[src/rtl/spc_pkg.sv]
package spc_pkg;
  typedef enum logic {
    PH_DADDR = 1'b0,  // data address out, instruction word in
    PH_IADDR = 1'b1   // instruction address out, data op completes
  } phase_e;
endpackage

[src/rtl/spc_phase.sv]
module spc_phase
  import spc_pkg::*;
(
  input  logic   clk_i,
  input  logic   rst_ni,
  output phase_e ph_o,
  output logic   started_o
);
  phase_e ph_q;
  logic   started_q;

  always_ff @(posedge clk_i or negedge rst_ni) begin
    if (!rst_ni) begin
      ph_q      <= PH_DADDR;
      started_q <= 1'b0;
    end else begin
      ph_q <= (ph_q == PH_DADDR) ? PH_IADDR : PH_DADDR;
      if (ph_q == PH_IADDR) started_q <= 1'b1;
    end
  end

  assign ph_o      = ph_q;
  assign started_o = started_q;

  a_r1_phase_toggle_d: assert property (@(posedge clk_i) disable iff (!rst_ni)
    (ph_q == PH_DADDR) |=> (ph_q == PH_IADDR));
  a_r1_phase_toggle_i: assert property (@(posedge clk_i) disable iff (!rst_ni)
    (ph_q == PH_IADDR) |=> (ph_q == PH_DADDR));
  a_r5_started_sticky: assert property (@(posedge clk_i) disable iff (!rst_ni)
    started_q |=> started_q);
endmodule

[src/rtl/spc_req_slot.sv]
module spc_req_slot
  import spc_pkg::*;
#(
  parameter int AW = 16,
  parameter int DW = 32
) (
  input  logic          clk_i,
  input  logic          rst_ni,
  input  phase_e        ph_i,
  input  logic [AW-1:0] fetch_addr_i,
  input  logic          dreq_valid_i,
  input  logic          dreq_we_i,
  input  logic [AW-1:0] dreq_addr_i,
  input  logic [DW-1:0] dreq_wdata_i,
  output logic          slot_v_o,
  output logic          slot_we_o,
  output logic [AW-1:0] slot_addr_o,
  output logic [DW-1:0] slot_wdata_o,
  output logic [AW-1:0] iaddr_o
);
  logic          v_q, we_q;
  logic [AW-1:0] a_q, ia_q;
  logic [DW-1:0] wd_q;

  // request taken at cycle start, fetch address at the mid-cycle edge
  always_ff @(posedge clk_i or negedge rst_ni) begin
    if (!rst_ni) begin
      v_q  <= 1'b0;
      we_q <= 1'b0;
      a_q  <= '0;
      wd_q <= '0;
      ia_q <= '0;
    end else if (ph_i == PH_IADDR) begin
      v_q  <= dreq_valid_i;
      we_q <= dreq_valid_i & dreq_we_i;
      a_q  <= dreq_valid_i ? dreq_addr_i : '0;
      wd_q <= (dreq_valid_i & dreq_we_i) ? dreq_wdata_i : '0;
    end else begin
      ia_q <= fetch_addr_i;
    end
  end

  assign slot_v_o     = v_q;
  assign slot_we_o    = we_q;
  assign slot_addr_o  = a_q;
  assign slot_wdata_o = wd_q;
  assign iaddr_o      = ia_q;

  a_r8_slot_hold: assert property (@(posedge clk_i) disable iff (!rst_ni)
    (ph_i == PH_IADDR) |-> $stable({v_q, we_q, a_q, wd_q}));
  a_r3_iaddr_hold: assert property (@(posedge clk_i) disable iff (!rst_ni)
    (ph_i == PH_DADDR) |-> $stable(ia_q));
endmodule

[src/rtl/spc_bus_drive.sv]
module spc_bus_drive
  import spc_pkg::*;
#(
  parameter int AW = 16,
  parameter int DW = 32
) (
  input  logic          clk_i,
  input  logic          rst_ni,
  input  phase_e        ph_i,
  input  logic          slot_v_i,
  input  logic          slot_we_i,
  input  logic [AW-1:0] slot_addr_i,
  input  logic [DW-1:0] slot_wdata_i,
  input  logic [AW-1:0] iaddr_i,
  output logic [AW-1:0] bus_addr_o,
  output logic          bus_isel_o,
  output logic          bus_dsel_o,
  output logic          bus_we_o,
  output logic          bus_oe_o,
  output logic [DW-1:0] bus_wdata_o
);
  logic wr_slot;

  assign wr_slot = slot_v_i & slot_we_i;

  always_comb begin
    bus_addr_o  = '0;
    bus_isel_o  = 1'b0;
    bus_dsel_o  = 1'b0;
    bus_we_o    = 1'b0;
    bus_oe_o    = 1'b0;
    bus_wdata_o = '0;
    if (!rst_ni) begin
      bus_addr_o = '0;
    end else if (ph_i == PH_DADDR) begin
      bus_dsel_o = slot_v_i;
      if (slot_v_i) bus_addr_o = slot_addr_i;
    end else begin
      bus_isel_o = 1'b1;
      bus_addr_o = iaddr_i;
      if (wr_slot) begin
        bus_we_o    = 1'b1;
        bus_oe_o    = 1'b1;
        bus_wdata_o = slot_wdata_i;
      end
    end
  end

  a_r10_sel_excl: assert property (@(posedge clk_i) disable iff (!rst_ni)
    !(bus_isel_o && bus_dsel_o));
  a_r4_we_in_iaddr: assert property (@(posedge clk_i) disable iff (!rst_ni)
    bus_we_o |-> (ph_i == PH_IADDR) && slot_v_i && slot_we_i);
  a_r4_oe_with_we: assert property (@(posedge clk_i) disable iff (!rst_ni)
    bus_oe_o == bus_we_o);
endmodule

[src/rtl/spc_capture.sv]
module spc_capture
  import spc_pkg::*;
#(
  parameter int DW = 32
) (
  input  logic          clk_i,
  input  logic          rst_ni,
  input  phase_e        ph_i,
  input  logic          started_i,
  input  logic          slot_v_i,
  input  logic          slot_we_i,
  input  logic [DW-1:0] rdata_i,
  output logic [DW-1:0] instr_o,
  output logic          instr_v_o,
  output logic [DW-1:0] drd_o,
  output logic          drd_v_o
);
  logic          rd_slot;
  logic [DW-1:0] instr_q, drd_q;
  logic          instr_v_q, drd_v_q;

  assign rd_slot = slot_v_i & ~slot_we_i;

  always_ff @(posedge clk_i or negedge rst_ni) begin
    if (!rst_ni) begin
      instr_q   <= '0;
      instr_v_q <= 1'b0;
      drd_q     <= '0;
      drd_v_q   <= 1'b0;
    end else if (ph_i == PH_DADDR) begin
      if (started_i) begin
        instr_q   <= rdata_i;
        instr_v_q <= 1'b1;
      end
    end else begin
      drd_v_q <= rd_slot;
      if (rd_slot) drd_q <= rdata_i;
    end
  end

  assign instr_o   = instr_q;
  assign instr_v_o = instr_v_q;
  assign drd_o     = drd_q;
  assign drd_v_o   = drd_v_q;

  a_r5_instr_hold: assert property (@(posedge clk_i) disable iff (!rst_ni)
    (ph_i == PH_DADDR) |-> $stable({instr_q, instr_v_q}));
  a_r6_drd_hold: assert property (@(posedge clk_i) disable iff (!rst_ni)
    (ph_i == PH_IADDR) |-> $stable({drd_q, drd_v_q}));
endmodule

[src/rtl/split_cache_port.sv]
module split_cache_port
  import spc_pkg::*;
#(
  parameter int AW = 16,
  parameter int DW = 32
) (
  input  logic          clk_i,
  input  logic          rst_ni,
  input  logic [AW-1:0] fetch_addr_i,
  input  logic          dreq_valid_i,
  input  logic          dreq_we_i,
  input  logic [AW-1:0] dreq_addr_i,
  input  logic [DW-1:0] dreq_wdata_i,
  input  logic [DW-1:0] bus_rdata_i,
  output logic          phase_o,
  output logic [AW-1:0] bus_addr_o,
  output logic          bus_isel_o,
  output logic          bus_dsel_o,
  output logic          bus_we_o,
  output logic          bus_oe_o,
  output logic [DW-1:0] bus_wdata_o,
  output logic [DW-1:0] instr_o,
  output logic          instr_valid_o,
  output logic [DW-1:0] drd_o,
  output logic          drd_valid_o
);
  phase_e        ph;
  logic          started;
  logic          slot_v, slot_we;
  logic [AW-1:0] slot_addr, iaddr;
  logic [DW-1:0] slot_wdata;

  spc_phase u_phase (
    .clk_i     (clk_i),
    .rst_ni    (rst_ni),
    .ph_o      (ph),
    .started_o (started)
  );

  spc_req_slot #(.AW(AW), .DW(DW)) u_slot (
    .clk_i        (clk_i),
    .rst_ni       (rst_ni),
    .ph_i         (ph),
    .fetch_addr_i (fetch_addr_i),
    .dreq_valid_i (dreq_valid_i),
    .dreq_we_i    (dreq_we_i),
    .dreq_addr_i  (dreq_addr_i),
    .dreq_wdata_i (dreq_wdata_i),
    .slot_v_o     (slot_v),
    .slot_we_o    (slot_we),
    .slot_addr_o  (slot_addr),
    .slot_wdata_o (slot_wdata),
    .iaddr_o      (iaddr)
  );

  spc_bus_drive #(.AW(AW), .DW(DW)) u_drive (
    .clk_i        (clk_i),
    .rst_ni       (rst_ni),
    .ph_i         (ph),
    .slot_v_i     (slot_v),
    .slot_we_i    (slot_we),
    .slot_addr_i  (slot_addr),
    .slot_wdata_i (slot_wdata),
    .iaddr_i      (iaddr),
    .bus_addr_o   (bus_addr_o),
    .bus_isel_o   (bus_isel_o),
    .bus_dsel_o   (bus_dsel_o),
    .bus_we_o     (bus_we_o),
    .bus_oe_o     (bus_oe_o),
    .bus_wdata_o  (bus_wdata_o)
  );

  spc_capture #(.DW(DW)) u_cap (
    .clk_i     (clk_i),
    .rst_ni    (rst_ni),
    .ph_i      (ph),
    .started_i (started),
    .slot_v_i  (slot_v),
    .slot_we_i (slot_we),
    .rdata_i   (bus_rdata_i),
    .instr_o   (instr_o),
    .instr_v_o (instr_valid_o),
    .drd_o     (drd_o),
    .drd_v_o   (drd_valid_o)
  );

  assign phase_o = ph;
endmodule

[config.mk]
export PLATFORM = sky130hd
export DESIGN_NAME = split_cache_port
export DESIGN_NICKNAME = d
export VERILOG_FILES = /design/src/rtl/spc_pkg.sv /design/src/rtl/spc_phase.sv /design/src/rtl/spc_req_slot.sv /design/src/rtl/spc_bus_drive.sv /design/src/rtl/spc_capture.sv /design/src/rtl/split_cache_port.sv
export SDC_FILE = /design/constraint.sdc
export NUM_CORES = 1
export LEC_CHECK = 0
export BUFFER_PORTS_ARGS = -buffer_cell sky130_fd_sc_hd__clkbuf_2
export CAP_MARGIN = 20
export CORE_AREA = 4 4 122 124
export DETAILED_ROUTE_END_ITERATION = 8
export DIE_AREA = 0 0 126 128
export GPL_TIMING_DRIVEN = 0
export PLACE_DENSITY_LB_ADDON = 0.2
export SLEW_MARGIN = 20
export SYNTH_ARGS = -nofsm -noshare
export SYNTH_HDL_FRONTEND = slang
export SYNTH_SLANG_ARGS = --single-unit
[constraint.sdc]
create_clock -name clk_i -period 1.64 [get_ports clk_i]
set_input_delay 0.246 -clock clk_i [delete_from_list [all_inputs] [get_ports clk_i]]
set_output_delay 0.246 -clock clk_i [all_outputs]
set_load 0.03 [all_outputs]
**Word-level counts from Yosys, hierarchy flattened**

Index checks and enable logic that the tools add are counted.
W data, S select, Z words.

- Output and inout bits: 119
- Bits of input ports: 100
- Register bits after elaboration: 134
- Word-level logic and storage cells: 34

- Multiplexer cells: 16
- Reduce and logical (&&, ||, !) cells: 2
- Bitwise operators: 5

Operator list:

| operator | number |
|---|---|
| $mux W32 | 4 |
| $mux W16 | 4 |
| $mux W1 | 8 |
| $reduce_and A2 Y1 | 2 |
| $and A1 B1 Y1 | 3 |
| $not A1 Y1 | 2 |

**Longest topological paths before layout**

Gate-level depths: netlist of the first run.

- Word-level depth: 4
- Mapped depth: 5
- Gate-level depth less buffers: 2

**By module**

A second synthesis of the first run with hierarchy kept.

- Cells, all modules: 457
- Area, all modules: 6,135.9 um2

By module, submodules not included:

| module | sequential area each (um2) | area each (um2) | instances | cells each |
|---|---|---|---|---|
| spc_req_slot | 1,651.6 | 2,884.0 | 1 | 249 |
| spc_capture | 1,651.6 | 2,710.1 | 1 | 142 |
| spc_bus_drive | 0.0 | 481.7 | 1 | 62 |
| spc_phase | 50.0 | 60.1 | 1 | 4 |

**Worst setup path after synthesis of the first run**

Ideal clock, no wire load.

- Kind: register -> output
- From: reg u_phase.ph_q (netlist: u_phase.ph_o)
- To: out bus_addr_o[1]
- Stages on the path, launching flop included: 6
- Path slack: -0.407 ns
- Data required time: 1.394 ns
- Buffers on the path: 3
- Data arrival time: 1.801 ns
- Cells stage by stage: dfrtp_1 > buf_6 > buf_6 > clkbuf_1 > nand3b_1 > a21boi_0

- Word-level cells in the longest chain between the ends: 2

RTL lines:

| element | line | RTL |
|---|---|---|
| from (decl) | spc_phase.sv:9 | `phase_e ph_q;` |
| from (signal assigned) | spc_phase.sv:17 | `ph_q <= (ph_q == PH_DADDR) ? PH_IADDR : PH_DADDR;` |
| $mux W16 | spc_bus_drive.sv:35 | `end else if (ph_i == PH_DADDR) begin` |
| $mux W16 | spc_bus_drive.sv:33 | `if (!rst_ni) begin` |
| to (decl) | split_cache_port.sv:16 | `output logic [AW-1:0] bus_addr_o,` |

No other way between the ends.

**Final worst setup path of the first run**

- From: reg u_phase.ph_q (netlist: u_phase.ph_o)
- To: out bus_addr_o[10]

Same word-level chain as after synthesis.

==> results of run 1 <==
worst max-delay path, delay by kind of cell (launching register included):
family                 cells  cell delay [ps]
AOI/OAI and AO/OA          1              170
and+or+nand+nor            1              200
DFF                        1              440
buffers and inverters      3              420
kinds of logic after synthesis:
logic type	after synthesis	share of synthesized area [%]
buffers and inverters	52	5.00
and+or+nand+nor	106	10.1
muxes	64	15.3
DFF	134	58.5
AOI/OAI and AO/OA	83	11.1
cell usage after synthesis, drive strengths merged:
cell type  count
dfrtp        134
mux2          64
nand2         49
and2          34
o2bb2ai       32
buf           21
inv           18
o21ai         18
nand3b        17
a21boi        16
a22o          16
clkbuf        13
or2            2
a21o           1
and3           1
and4           1
nand2b         1
nor2b          1
final timing paths:
kind / cells after the start / start / end
setup / recovery: 5 / u_phase.ph_o / bus_addr_o[10]
hold / removal: 3 / fetch_addr_i[5] / u_slot.iaddr_o[5]
setup reg to reg: 8 / u_phase.ph_o / u_slot.slot_wdata_o[23]
hold reg to reg: 1 / u_phase.started_o / u_phase.started_o
max in group asynchronous: 3 / rst_ni / u_slot.iaddr_o[1]
min in group asynchronous: 3 / rst_ni / u_cap.drd_o[12]
through the flow:
stage | hold slack (ps) | utilization (%)
final | 46.4 | 63.8
after CTS | 31.2 | 63.2
after floorplan | -49.6 | -
after global placement | 444 | 52.2
after global routing | 43.2 | 63.8
after detailed placement | 280 | 52.5
final cells by class:
type	count	area, µm²
Clock buffer	18	439
Inverter	18	72.6
Tap cell	180	225
Multi-Input combinational cell	253	2320
Clock inverter	13	156
Fill cell	1086	4980
Timing Repair Buffer	245	1960
Buffer	31	264
Sequential cell	134	3350
repair_timing:
| action | 4_1_cts | 5_1_grt |
|---|---|---|
| setup endpoints to repair | 52 | 56 |
| cloned | 6 | 0 |
| pin swaps | 21 | 15 |
| endpoints found under the hold margin | 96 | 0 |
| hold buffers | 6 | 0 |
| setup buffers | 13 | 4 |
| gates resized for setup | 164 | 61 |
report_power, final:
group	switching (mW)	internal, mW	total [mW]	leakage [nW]
logic	0.747	0.595	1.34	2.51
clock network	1.43	2.41	3.84	0.280
registers	0.123	3.53	3.65	1.63
total	2.30	6.53	8.83	4.42
flip-flops by register name, indices dropped and copies added, names as in the netlist:
signal / count
u_cap.drd_o: 32
u_cap.instr_o: 32
u_slot.slot_wdata_o: 32
u_slot.iaddr_o: 16
u_slot.slot_addr_o: 16
u_cap.drd_v_o: 1
u_cap.instr_v_o: 1
u_phase.ph_o: 1
u_phase.started_o: 1
u_slot.slot_v_o: 1
u_slot.slot_we_o: 1
cells in the final DEF, fill, tap and decap left out, types with 7 or more instances in the layout:
cell       count
buf_4         11
a21boi_2       7
mux2_4        42
dfrtp_1      133
buf_6         18
clkbuf_1       7
mux2_2        22
nand3b_1      16
buf_8         45
clkbuf_2     165
nand2_1       42
clkbuf_8      14
inv_1         17
nand2_2        7
clkbuf_16     18
o2bb2ai_1     32
and2_4        29
a21boi_4       9
a22o_1        16
o21ai_0       18
routing by layer:
metal	part of all wire, %	vias to the layer above	routed length [µm]	global-route usage (%)
li1	-	2039	-	-
met1	44	2164	7050	26.5
met2	47	180	7550	33.2
met3	7.5	27	1210	6.21
met4	1.9	0	303	7.00
met5	0	-	0	0
==> metrics.txt, run 1 <==
clock slew at reported path FFs=60 ps; CP Max Fanout=7; # diodes=0; Leak=4.42 nW; Die H=128 µm; grt ovf=0; H-tree depth=4; core area=between 10000 and 15000 µm²; slowest stage delay, CP=440 ps; reg-to-reg setup timing slack=~110 ps; I/O pin count=219; global-route wire length before repair=between 20000 and 30000 µm; First-pass DRT Iterations=4; Starting Density=between 40% and 50%; post-layout min period=around 1900 ps; clock sinks=134; Hold Path Class=input port to flop; Overall Global Routing Usage=between 20% and 30%; Seq/Total Area, Yosys=between 50% and 60%; vias=roughly 4400; status=complete, but fails checks; Num CTS Buffers=17; Max Cap Viol=0; Max Fclk=approximately 530 MHz; placed cells=~840; Worst EP required=between 1000 and 1500 ps; Max-slew headroom=67.9%; PD cells=between 1000 and 1500 nW/µm²; Worst EP arrival=roughly 1700 ps; port bufs=218; Pwr Total=a little under 9 mW; Yosys reg bits=approximately 130; hpwl dp=~11000 µm; fin nets=800; clock skew=around 5.1 ps; GP Congestion=between 0.8 and 0.9; Post-Syn Area=approximately 5700 µm²; top post-synthesis cells by area=dfrtp_1 58%, mux2_4 11%, o2bb2ai_1 4.9%; Final Cycle Share=116%; CTS tree=done; CP Cell Sequence=buf_6 > clkbuf_8 > nand3b_1 > a21boi_4 > buf_8; synth unique cells=26; yosys warns=0; clk root buf=clkbuf_16; RSZ-0062 raised after global routing=yes; drt total wl=approximately 16000 µm; Setup WS pre-CTS=-812 ps; initial DRC count=148; Yosys top cell area share=58.5%; fin cells=892; post-route cell area=8790 µm²; Slew Viols, Final=0; WL per Instance=between 15 and 20 µm; Avg Cell Area, Syn=13.1 µm²; Setup Viol. Count Final=52; failing checks=negative setup slack; antenna violations before repair=0; layout cells sized above 1=~59%; crit end category=output pin; vias in the first global route=roughly 4900; maximum vdd ir drop=0.000631 V; total die area=16100 µm²; final setup margin=-256 ps; leading area contributor after synthesis=dfrtp_1; Area Overhead vs Synth=53.3%; Die Wd=126 µm; Fin Setup TNS=-9340 ps; Critical Path Source Type=flop; Fin. Hold Viols=0; antenna-violating nets left=0; worst slew pin tran=482 ps; syn_nets=about 540; Clock Path Buffers=2; worst-skew pair later-pin latency=a little over 400 ps; via-per-instance ratio=around 5; dpl cell area=7230 µm²; slowest CP cell=dfrtp_2; row cnt=43; largest net degree at the start of global routing=39; synthesized instance count=439; Crit Path Category=flop to output pin; DRC Markers=0
(Power assumes the default switching activity.)
==> inputs of run 2 (changes only) <==
- ABC_AREA: not set -> 1
- CORE_AREA: 4 4 122 124 -> 4 4 123 125
- DIE_AREA: 0 0 126 128 -> 0 0 127 129
==> metrics.txt, run 2 <==
layout cells sized above 1=roughly 38%; Final Cycle Share=119%; most frequent cells in the layout=283 x nand2_1, 165 x clkbuf_2, 133 x dfrtp_1, 62 x nand3_1, 50 x inv_1; fin nets=1037; Setup Viol. Count Final=between 50 and 60; Pwr Total=about 8.5 mW; Worst EP arrival=1700 ps; count of flip-flops with a built-in enable after synthesis=0; Sw Pwr=2.25 mW; Die Wd=127 µm; Leak=approximately 4.6 nW; Max Cap Viol=0; # diodes=0; clock slew at reported path FFs=approximately 60 ps; core area=13900 µm²; Clock Path Buffers=2; Worst EP required=between 1000 and 1500 ps; synthesized instance count=around 690; via-per-instance ratio=between 4 and 5; Fin. Hold Viols=62; Sw Ratio=26.3%; Overall Global Routing Usage=a little over a fifth; RSZ-0062 raised after global routing=yes; largest net degree at the start of global routing=73; Max Fclk=513 MHz; dpl cell area=about 7200 µm²; Critical Path Source Type=flop; Starting Density=a little over two fifths; port bufs=between 200 and 250; multi-input logic area=2260 µm²; FF/Latch Area=3350 µm²; Crit Path Category=flop to output pin; Hold Path Class=input port to async pin; yosys warns=0; CP Cell Sequence=buf_8 > nand2_4 > inv_4 > nand3_4 > buf_12 > clkbuf_16 > nor2_4 > buf_8; GP Congestion=about 0.79; drt total wl=approximately 18000 µm; Comb pwr share=~14%; antenna violations before repair=0; WL per Instance=15.7 µm; vias in the first global route=roughly 5500; worst slew pin tran=roughly 480 ps; Area Overhead vs Synth=51.1%; vias=approximately 5400; Post-Syn Area=~5800 µm²; share of power burned in registers=42.6%; CP Max Fanout=7; I/O pin count=roughly 220; Yosys top cell area share=slightly below 60%; Seq/Total Area, Yosys=slightly below 60%; ys flop type=dfrtp_1; leading area contributor after synthesis=dfrtp_1; top-count cell post-synth=nand2_1; # fillers=1229; worst-skew pair later-pin latency=~400 ps; post-route cell area=around 8700 µm²; final setup margin=-308 ps; synth unique cells=19; syn_nets=786; hpwl dp=between 10000 and 15000 µm; post-layout min period=1950 ps; crit end category=output pin; clock network power share=roughly 43%; antenna-violating nets left=0; DRC Markers=0; grt ovf=0; top cells by count, synth=284 x nand2_1, 134 x dfrtp_1, 64 x nand3_1, 52 x inv_1; PD cells=between 900 and 1000 nW/µm²; Die H=between 100 and 150 µm; family with the most delay on the worst path=buffers and inverters; status=complete, but fails checks; clock skew=between 5 and 6 ps; global-route wire length before repair=approximately 28000 µm; Yosys reg bits=134; asr flop ratio synth=100%; commonest non-fill, non-tap cell in the layout=nand2_1; Internal=6.29 mW; slowest stage delay, CP=approximately 370 ps; row cnt=43; failing checks=negative hold slack, negative setup slack; top post-synthesis cells by area=dfrtp_1 58%, nand2_1 18%, nand3_1 5.5%; Crit path buffers/inverters=5; Num CTS Buffers=17; cell mode on critical path=buf_8; initial DRC count=roughly 330; H-tree depth=4; Max-slew headroom=68.2%; clk root buf=clkbuf_16; worst hold margin=-280 ps; Avg Cell Area, Syn=between 8 and 9 µm²; First-pass DRT Iterations=5; maximum vdd ir drop=between 0.0006 and 0.0007 V; Slew Viols, Final=0; slowest CP cell=dfrtp_2; CTS tree=done; Fin Setup TNS=-12190 ps; clock sinks=around 130; total die area=~16000 µm²
[run 2: changes by cell type after synthesis, moves of 22 or more]
| cell | change |
|---|---|
| nor2_1 | +32 |
| and2_1 | -34 |
| o2bb2ai_1 | -32 |
| nand2_1 | +235 |
| nand3_1 | +64 |
| mux2_2 | -22 |
| mux2_4 | -42 |
| nand4_1 | +32 |
| inv_1 | +35 |
[run 2: layout make-up]
class / instances / share of cell area [%]
repair buffers: 233 / 20.2
flip-flops and latches: 134 / 38.4
well taps: 180 / 2.58
multi-input cells: 449 / 25.8
clock buffers: 25 / 5.67
clock inverters: 4 / 0.802
inverters: 54 / 2.56
plain buffers: 48 / 4.02
[run 2: final timing paths]
kind,start,to,slack (ps),depth (start not counted)
min reg2reg,u_cap.instr_o[8],u_cap.instr_o[8],470,2
min in group clk_i,fetch_addr_i[10],u_slot.iaddr_o[10],20,3
max reg2reg,u_phase.ph_o,u_slot.slot_wdata_o[22],190,6
min,rst_ni,u_cap.drd_o[15],-280,1
max in group asynchronous,rst_ni,u_cap.instr_o[3],1240,2
max,u_phase.ph_o,bus_wdata_o[6],-310,8
[run 2: stage by stage]
stage,setup WS [ps],hold slack [ps],std cells,utilization (%)
final,-308,-280,1127,63.0
after global routing,-386,-269,1127,63.0
after CTS,-345,-264,1124,61.5
after detailed placement,-507,270,1084,52.2
after global placement,-2830,440,1083,51.9
after floorplan,-92.0,-49.6,686,-
[run 2: power groups by stage]
stage	registers (mW)	logic, mW	clock network, mW
2_1_floorplan	3.95	0.361	0
3_3_place_gp	3.69	1.08	0
5_1_grt	3.66	1.31	3.90
4_1_cts	3.64	1.18	3.76
3_5_place_dp	3.69	1.10	0
6_report	3.64	1.20	3.70
[run 2: per-layer routing]
layer	global-route usage, %	vias to the layer above	share of wire [%]
met2	34.9	195	49
li1	-	2662	-
met5	0	-	0
met1	29.2	2555	43
met4	7.07	0	1.8
met3	5.85	23	6.6
[run 2: what timing repair did]
action | in CTS | in global routing
endpoints found under the hold margin | 62 | 62
buffers inserted | 8 | 5
pin swaps | 1 | 2
gates resized for setup | 143 | 75
gates cloned | 3 | 1
endpoints found under the setup margin | 52 | 52
[run 2: kinds of logic after synthesis]
| logic type | after synthesis | share of synthesized area, % |
|---|---|---|
| simple gates | 417 | 30.6 |
| flops | 134 | 58.0 |
| buf+inv | 103 | 8.65 |
| compound gates | 32 | 2.77 |
==> inputs of run 3 (changes only) <==
- PLACE_DENSITY: not set -> 0.69
- PLACE_DENSITY_LB_ADDON: 0.2 -> not set
==> metrics.txt, run 3 (synthesized netlist as in run 2, its figures left out) <==
Critical Path Source Type=flop; share of power burned in registers=between 30% and 40%; Internal=between 6 and 7 mW; vias in the first global route=~5400; Starting Density=a little over two fifths; clock sinks=approximately 130; Comb pwr share=a little over an eighth; CP Max Fanout=7; reg-to-reg setup timing slack=about 110 ps; Leak=roughly 4.6 nW; Clock Path Buffers=2; post-route cell area=between 8000 and 9000 µm²; CTS tree=done; fin nets=approximately 1000; Max Fclk=between 400 and 500 MHz; clock network power share=a little under half; RSZ-0062 raised after global routing=yes; Setup Viol. Count Final=just over 50; port bufs=around 220; worst slew pin tran=around 500 ps; hold_buf cts=4; clock slew at reported path FFs=approximately 60 ps; drt total wl=around 18000 µm; initial DRC count=474; worst hold margin=-318 ps; Num CTS Buffers=17; GP Congestion=roughly 0.8; final setup margin=-361 ps; Final Cycle Share=122%; hpwl dp=approximately 12000 µm; PD cells=1060 nW/µm²; antenna-violating nets left=0; First-pass DRT Iterations=6; Overall Global Routing Usage=21.7%; I/O pin count=219; worst-skew pair later-pin latency=between 400 and 500 ps; Worst EP arrival=about 1800 ps; layout cells sized above 1=roughly two fifths; dpl cell area=7240 µm²; row cnt=43; fin cells=around 1100; crit end category=output pin; DRC Markers=0; Die H=roughly 130 µm; Max Cap Viol=0; global-route wire length before repair=27700 µm; Slew Viols, Final=0; total die area=around 16000 µm²; antenna violations before repair=0; post-layout min period=2000 ps; Crit Path Category=flop to output pin; Hold Path Class=input port to async pin; Sw Pwr=approximately 2.4 mW; Area Overhead vs Synth=49.0%; WL per Instance=about 15 µm; vias=5503; Worst EP required=approximately 1400 ps; core area=around 14000 µm²; Sw Ratio=25.7%; placed cells=approximately 1100; via-per-instance ratio=about 4.8; largest net degree at the start of global routing=a little over 40; commonest non-fill, non-tap cell in the layout=nand2_1; status=complete, but fails checks; Fin. Hold Viols=45; clock skew=roughly 6.9 ps; Reg-to-Reg Start=u_phase.ph_o; Pwr Total=roughly 9.1 mW; grt ovf=0; Fin Setup TNS=-13430 ps; H-tree depth=4; maximum vdd ir drop=roughly 0.00059 V; clk root buf=clkbuf_16; Die Wd=127 µm; Max-slew headroom=about two thirds; failing checks=negative hold slack, negative setup slack; most frequent cells in the layout=283 x nand2_1, 165 x clkbuf_2, 133 x dfrtp_1, 62 x nand3_1, 50 x inv_1; # diodes=0; Setup crit start=u_phase.ph_o
run 3: layer usage:
layer	vias up	global-route usage (%)	routed length, µm
met5	-	0	0
met1	2566	28.9	7430
met2	218	33.8	8340
met4	0	9.91	556
li1	2676	-	-
met3	43	5.23	1240
run 3: cell type report:
| class | count | area [µm²] |
|---|---|---|
| flip-flops and latches | 134 | 3350 |
| clock inverters | 11 | 194 |
| inverters | 54 | 224 |
| multi-input cells | 449 | 2120 |
| repair buffers | 237 | 1670 |
| clock buffers | 21 | 480 |
| well taps | 180 | 225 |
| plain buffers | 49 | 349 |
| fillers | 1176 | 5260 |
run 3: path summary, 6_finish.rpt:
check / end / depth (start not counted)
min in group clk_i: u_slot.slot_wdata_o[17] / 3
setup reg to reg: u_slot.slot_wdata_o[22] / 7
max in group asynchronous: u_slot.slot_addr_o[13] / 3
hold reg to reg: u_cap.drd_o[30] / 2
setup / recovery: bus_we_o / 8
hold / removal: u_slot.slot_addr_o[5] / 1
run 3: critical path, cell delays in order, from the launching register on:
cell	delay [ps]
dfrtp_2	420
buf_8	150
nand2_4	60
inv_4	40
nand3_4	140
buf_8	160
clkinvlp_4	110
buf_6	130
buf_8	120
run 3: power groups by stage:
stage	Combinational [mW]	Clock [mW]	Sequential (mW)
2_1_floorplan	0.361	0	3.95
3_5_place_dp	1.10	0	3.69
6_report	1.20	4.32	3.63
3_3_place_gp	1.08	0	3.68
5_1_grt	1.30	4.52	3.66
4_1_cts	1.19	4.35	3.63
run 3: timing repair:
| action | 4_1_cts | 5_1_grt |
|---|---|---|
| pin swaps | 1 | 0 |
| hold endpoints to repair | 76 | 45 |
| gates cloned | 5 | 0 |
| setup endpoints to repair | 52 | 52 |
| buffers inserted | 6 | 4 |
| gates resized for setup | 93 | 50 |
run 3: through the flow:
step	setup slack [ps]	util, %
floorplan	-92.0	-
global placement	-2840	51.9
detailed placement	-883	52.2
CTS	-347	61.1
global route	-432	62.1
finish	-361	62.1
